--- src/rtl/pbpc_pkg.sv ---
package pbpc_pkg;

  typedef enum logic [1:0] {
    PS_DOWN = 2'd0,
    PS_OFF  = 2'd1,
    PS_UP   = 2'd2,
    PS_ON   = 2'd3
  } pstate_t;

  // Wake is released in the two powered states.
  function automatic logic is_awake(input pstate_t s);
    return (s == PS_UP) || (s == PS_ON);
  endfunction

  // Transition rule; timer and hold flags are already thresholded.
  function automatic pstate_t next_state(
    input pstate_t s,
    input logic    tmr_done,
    input logic    pb_short,
    input logic    pb_long,
    input logic    pwron
  );
    pstate_t n;
    n = s;
    case (s)
      PS_DOWN: if (tmr_done) n = PS_OFF;
      PS_OFF:  if (pb_short || pwron) n = PS_UP;
      PS_UP:   if (tmr_done) n = pwron ? PS_ON : PS_DOWN;
      PS_ON:   if (!pwron || pb_long) n = PS_DOWN;
      default: n = PS_DOWN;
    endcase
    return n;
  endfunction

endpackage

--- src/rtl/pbpc_sync.sv ---
module pbpc_sync #(
  parameter int          W       = 1,
  parameter logic [W-1:0] RST_VAL = '0
) (
  input  logic         clk_i,
  input  logic         por_i,
  input  logic [W-1:0] d_i,
  output logic [W-1:0] q_o
);
  logic [W-1:0] meta_q;
  logic [W-1:0] sync_q;

  always_ff @(posedge clk_i or posedge por_i) begin
    if (por_i) begin
      meta_q <= RST_VAL;
      sync_q <= RST_VAL;
    end else begin
      meta_q <= d_i;
      sync_q <= meta_q;
    end
  end

  assign q_o = sync_q;
endmodule

--- src/rtl/pbpc_prescale.sv ---
module pbpc_prescale #(
  parameter int PRESCALE = 1000
) (
  input  logic clk_i,
  input  logic por_i,
  input  logic tick_i,
  output logic ms_stb_o
);
  localparam int PW = $clog2(PRESCALE + 1);
  localparam logic [PW-1:0] LAST = PW'(PRESCALE - 1);

  logic [PW-1:0] cnt_q;
  logic          stb_q;

  always_ff @(posedge clk_i or posedge por_i) begin
    if (por_i) begin
      cnt_q <= '0;
      stb_q <= 1'b0;
    end else if (tick_i) begin
      if (cnt_q == LAST) begin
        cnt_q <= '0;
        stb_q <= 1'b1;
      end else begin
        cnt_q <= cnt_q + 1'b1;
        stb_q <= 1'b0;
      end
    end else begin
      stb_q <= 1'b0;
    end
  end

  assign ms_stb_o = stb_q;
endmodule

--- src/rtl/pbpc_ms_counter.sv ---
// Saturating millisecond counter with synchronous clear.
module pbpc_ms_counter #(
  parameter int LIMIT = 5000,
  localparam int CW   = $clog2(LIMIT + 1)
) (
  input  logic          clk_i,
  input  logic          por_i,
  input  logic          clr_i,
  input  logic          step_i,
  output logic [CW-1:0] cnt_o
);
  localparam logic [CW-1:0] TOP = CW'(LIMIT);

  logic [CW-1:0] cnt_q;

  always_ff @(posedge clk_i or posedge por_i) begin
    if (por_i)                       cnt_q <= '0;
    else if (clr_i)                  cnt_q <= '0;
    else if (step_i && cnt_q < TOP)  cnt_q <= cnt_q + 1'b1;
  end

  assign cnt_o = cnt_q;
endmodule

--- src/rtl/pushbutton_power_ctrl.sv ---
module pushbutton_power_ctrl
  import pbpc_pkg::*;
#(
  parameter int PRESCALE    = 1000,
  parameter int T_PDN_MS    = 1000,
  parameter int T_PB_MS     = 400,
  parameter int T_PUP_MS    = 5000,
  parameter int T_HARD_MS   = 5000,
  parameter bit BOOT_TO_OFF = 1'b0
) (
  input  logic clk_i,
  input  logic por_i,
  input  logic tick_i,
  input  logic btn_n_i,
  input  logic pwr_on_i,
  input  logic pgood_i,
  output logic wake_o,
  output logic rst_stat_n_o
);
  localparam int TMR_LIM  = (T_PDN_MS > T_PUP_MS) ? T_PDN_MS : T_PUP_MS;
  localparam int HOLD_LIM = (T_HARD_MS > T_PB_MS) ? T_HARD_MS : T_PB_MS;
  localparam int TW       = $clog2(TMR_LIM + 1);
  localparam int HW       = $clog2(HOLD_LIM + 1);
  localparam pstate_t RESET_STATE = BOOT_TO_OFF ? PS_OFF : PS_DOWN;

  // Synchronized inputs: bit0 button (idle high), bit1 request, bit2 power good.
  logic [2:0] raw_in, syn_in;
  logic       btn_s, pwron_s, pgood_s;

  assign raw_in = {pgood_i, pwr_on_i, btn_n_i};

  pbpc_sync #(.W(3), .RST_VAL(3'b001)) u_sync (
    .clk_i (clk_i),
    .por_i (por_i),
    .d_i   (raw_in),
    .q_o   (syn_in)
  );

  assign btn_s   = syn_in[0];
  assign pwron_s = syn_in[1];
  assign pgood_s = syn_in[2];

  logic ms_stb;

  pbpc_prescale #(.PRESCALE(PRESCALE)) u_pre (
    .clk_i    (clk_i),
    .por_i    (por_i),
    .tick_i   (tick_i),
    .ms_stb_o (ms_stb)
  );

  // Button hold time; restarts on any release.
  logic [HW-1:0] hold_cnt;
  logic          pb_short, pb_long, hold_idle;

  pbpc_ms_counter #(.LIMIT(HOLD_LIM)) u_hold (
    .clk_i  (clk_i),
    .por_i  (por_i),
    .clr_i  (btn_s),
    .step_i (ms_stb),
    .cnt_o  (hold_cnt)
  );

  assign pb_short  = (hold_cnt >= HW'(T_PB_MS));
  assign pb_long   = (hold_cnt >= HW'(T_HARD_MS));
  assign hold_idle = (hold_cnt == '0);

  // State timer; restarts on each state change.
  pstate_t       state_q, state_nxt;
  logic          state_chg, tmr_done;
  logic [TW-1:0] tmr_cnt;

  pbpc_ms_counter #(.LIMIT(TMR_LIM)) u_tmr (
    .clk_i  (clk_i),
    .por_i  (por_i),
    .clr_i  (state_chg),
    .step_i (ms_stb),
    .cnt_o  (tmr_cnt)
  );

  always_comb begin
    case (state_q)
      PS_DOWN: tmr_done = (tmr_cnt >= TW'(T_PDN_MS));
      PS_UP:   tmr_done = (tmr_cnt >= TW'(T_PUP_MS));
      default: tmr_done = 1'b0;
    endcase
  end

  assign state_nxt = next_state(state_q, tmr_done, pb_short, pb_long, pwron_s);
  assign state_chg = (state_nxt != state_q);

  always_ff @(posedge clk_i or posedge por_i) begin
    if (por_i) state_q <= RESET_STATE;
    else       state_q <= state_nxt;
  end

  assign wake_o       = is_awake(state_q);
  assign rst_stat_n_o = (state_q != PS_DOWN) && pgood_s;
endmodule

--- config.mk ---
export PLATFORM = sky130hd
export DESIGN_NAME = pushbutton_power_ctrl
export DESIGN_NICKNAME = d
export VERILOG_FILES = /design/src/rtl/pbpc_pkg.sv /design/src/rtl/pbpc_sync.sv /design/src/rtl/pbpc_prescale.sv /design/src/rtl/pbpc_ms_counter.sv /design/src/rtl/pushbutton_power_ctrl.sv
export SDC_FILE = /design/constraint.sdc
export NUM_CORES = 1
export LEC_CHECK = 0
export CAP_MARGIN = 20
export CORE_MARGIN = 2
export CORE_UTILIZATION = 32
export DETAILED_ROUTE_END_ITERATION = 16
export DONT_BUFFER_PORTS = 1
export PLACE_DENSITY = 0.53
export SYNTH_ARGS = -nofsm -noshare
export SYNTH_HDL_FRONTEND = slang
export SYNTH_HIERARCHICAL = 1
export SYNTH_SLANG_ARGS = --single-unit
export TNS_END_PERCENT = 5
--- constraint.sdc ---
create_clock -name clk_i -period 2.7 [get_ports clk_i]
set_input_delay 0.405 -clock clk_i [delete_from_list [all_inputs] [get_ports clk_i]]
set_output_delay 0.405 -clock clk_i [all_outputs]
set_load 0.05 [all_outputs]
==> metrics.txt <==
Worst path slowest cell or4_4; Rel. slew slack 56.6%; Max-cap violations 0; GP Congestion 0.768; RR Endpoint u_tmr/cnt_o[11]$_DFFE_PP0P_; Hold WC Path Type input port to async pin; cell area power density 585 nW/µm²; Die W 90.6 µm; Final TNS setup 0 ns; initial antenna violation count 0; Via-to-Cell Ratio 5.32; top-count cell post-synth dfrtp_1; Clock H-tree levels 2; sequential-to-total area share from yosys stat 47.0%; FP Rows 31; Area growth syn-to-layout 10.7%; layout cells sized above 1 12.0%; Post-CTS Setup Inserts 0; flop and latch count out of synthesis 45; largest family of logic cells by synthesized area simple AND/OR/NAND/NOR gates; largest net degree at the start of global routing 19; adder-cell share of the synthesized area under 10%; DRC Markers 0; Reg2Reg Depth 7; shortest period the worst path allows about 1.9 ns; CP Class flip-flop to flip-flop; Initial Utilization 33.1%; number of global-route vias before repair 1,841; Yosys top cell by area dfrtp_1; Synth Flop Type dfrtp_1; Peak Freq 0.515 GHz; Avg WL per Cell between 10 and 15 µm; via count 1,853; clock skew 0.00647 ns; Root Driver clkbuf_8; final worst-path cycle share 71.9%; status completed; max incr delay on CP about 0.55 ns; Slew @ Worst Pin between 0.6 and 0.7 ns; Lkg Pwr about 1.0 nW; Clock Sinks 45; compound-cell area share of the yosys netlist 17.1%; Starting DRT DRC Count 108; synth cell count leaders dfrtp_1, o21ai_0, a21oi_1; first-pass GRT wire length 8930 µm; Yosys warnings 6; Synth cell types 48; post-CTS sizing 0; Worst-path clk slew 0.08 ns; largest delay contributor family on the critical path simple AND/OR/NAND/NOR gates; synth top area cells dfrtp_1, o21ai_0, a21oi_1; crit path cell chain or4_4 -> o31ai_4 -> nand2b_1 -> o2111ai_1 -> buf_4 -> nor2b_1 -> mux2_2; CP max FO 14; Overall Power roughly 1.6 mW; crit path DAT 2.18 ns; final hold vios 0; Setup crit start kind flip-flop; max-slew violation count 0; Synth Instances between 200 and 250; grt total ovfl 0; CTS max path bufs 2; post-route ant nets 0; HPWL after detailed placement roughly 3300 µm; CTS Buf Count 5; Worst Path Required 2.94 ns; clock latency on the worst-skew pair 0.29 ns; CTS tree yes; EDFF count, synth 0; nets 257; I/O pin count 8; Worst setup EP type flip-flop; ys async rst share 100%; die footprint 8210 µm²; syn nets 253; final WL ~5000 µm; IO Port Bufs 0; core region area 7250 µm²; multiplexer share of the synthesized area 2.19%; worst path bufs/invs 1; Final Setup Violations 0; r2r setup slk 0.76 ns; XOR/XNOR share of the synthesized area 2.19%; syn_area_per_cell around 9.8 µm²; reg2reg start u_hold/cnt_o[9]$_DFFE_PP0P_; drt first pass iters 5; simple-gate share of the synthesized area 27.3%; # hold bufs at CTS 1; unrepaired setup endpoints after global routing false; die height roughly 91 µm; post-synth top area share 44.8%; maximum VDD drop roughly 0.33 mV; Global Route Usage Sum 13.2%; # diodes 0; Mapped Area 2400 µm²
placed cells by master, fill, tap and decap left out, types with 3 or more instances in the layout:
cell type  Yosys  routed
a21oi_1       20      20
buf_4          1       3
clkbuf_8       0       5
dfrtp_1       43      43
ha_1           3       3
inv_1          8       8
mux2i_1        3       3
nand2_1        9       9
nand2b_1       5       5
nand3_1       16      16
nand4_1       10      10
nor2_1        16      16
nor2b_1        7       7
o211ai_2       3       3
o21ai_0       21      21
o31ai_1        5       5
or3_1         14      14
or4_1          7       7
xnor2_1        3       3
xor2_1         3       3
cell type report:
type	count	area, µm²
fillers	735	4600
clock buffers	5	68.8
flip-flops and latches	45	1130
repair buffers	4	32.5
multi-input cells	184	1210
clock inverters	3	65.1
inverters	8	30.0
well taps	99	124
report_power, final:
| part | total (mW) | leakage, nW | internal, mW | switching [mW] |
|---|---|---|---|---|
| Combinational | 0.142 | 0.368 | 0.0660 | 0.0759 |
| Clock | 0.597 | 0.0681 | 0.368 | 0.230 |
| Sequential | 0.815 | 0.596 | 0.730 | 0.0853 |
| Total | 1.55 | 1.03 | 1.16 | 0.391 |
kinds of logic (layout without fill, tap and decap cells):
logic type                 count (synthesis)  after routing
muxes                                      5              5
AOI/OAI and AO/OA                         63             63
DFF                                       45             45
adders and majority gates                  3              3
and+or+nand+nor                          107            107
buffers and inverters                     15             20
xor gates and xnor gates                   6              6
per-layer routing:
layer | GRT usage [%] | vias to the layer above | wire [µm]
met5 | 0 | - | 0
met4 | 4.23 | 0 | 40
met3 | 2.50 | 2 | 81
met2 | 19.3 | 19 | 2150
met1 | 19.6 | 898 | 2590
li1 | - | 934 | -
worst max-delay path by stage:
stage                             endpoint                        start  slack, ns  depth (start not counted)
3_5_place_dp   u_tmr/cnt_o[11]$_DFFE_PP0P_  u_hold/cnt_o[9]$_DFFE_PP0P_       0.78                          7
4_1_cts        u_tmr/cnt_o[11]$_DFFE_PP0P_  u_hold/cnt_o[9]$_DFFE_PP0P_       0.75                          7
2_1_floorplan   u_tmr/cnt_o[2]$_DFFE_PP0P_  u_hold/cnt_o[9]$_DFFE_PP0P_       0.86                          6
5_1_grt        u_hold/cnt_o[9]$_DFFE_PP0P_  u_hold/cnt_o[3]$_DFFE_PP0P_       0.57                          4
3_3_place_gp   u_tmr/cnt_o[11]$_DFFE_PP0P_  u_hold/cnt_o[9]$_DFFE_PP0P_       0.80                          7
6_report       u_tmr/cnt_o[11]$_DFFE_PP0P_  u_hold/cnt_o[9]$_DFFE_PP0P_       0.76                          7
per-stage QoR:
stage / cells / cell area, µm² / setup slack [ns] / util (%) / hold WS, ns
2_1_floorplan: 244 / 2400 / 0.863 / - / 0.146
5_1_grt: 348 / 2660 / 0.566 / 36.6 / 0.0574
3_3_place_gp: 339 / 2510 / 0.800 / 34.7 / 0.153
3_5_place_dp: 339 / 2510 / 0.784 / 34.7 / 0.152
4_1_cts: 348 / 2660 / 0.746 / 36.6 / 0.0349
6_report: 348 / 2660 / 0.760 / 36.6 / 0.0294
sequential cells by signal, indices dropped and copies added (netlist names):
signal          cells
u_hold/cnt_o       13
u_sync/meta_q       3
u_sync/q_o          3
u_pre/ms_stb_o      1
u_tmr/cnt_o        13
u_pre/cnt_q        10
state_q             2
worst register-to-register path, delay by kind of cell (launching register included):
kind	cells	cell delay (ns)
compound gates	2	0.28
buf+inv	1	0.22
flops	1	0.44
mux	1	0.15
simple gates	3	0.80
Power figures use the tool's default switching activity.
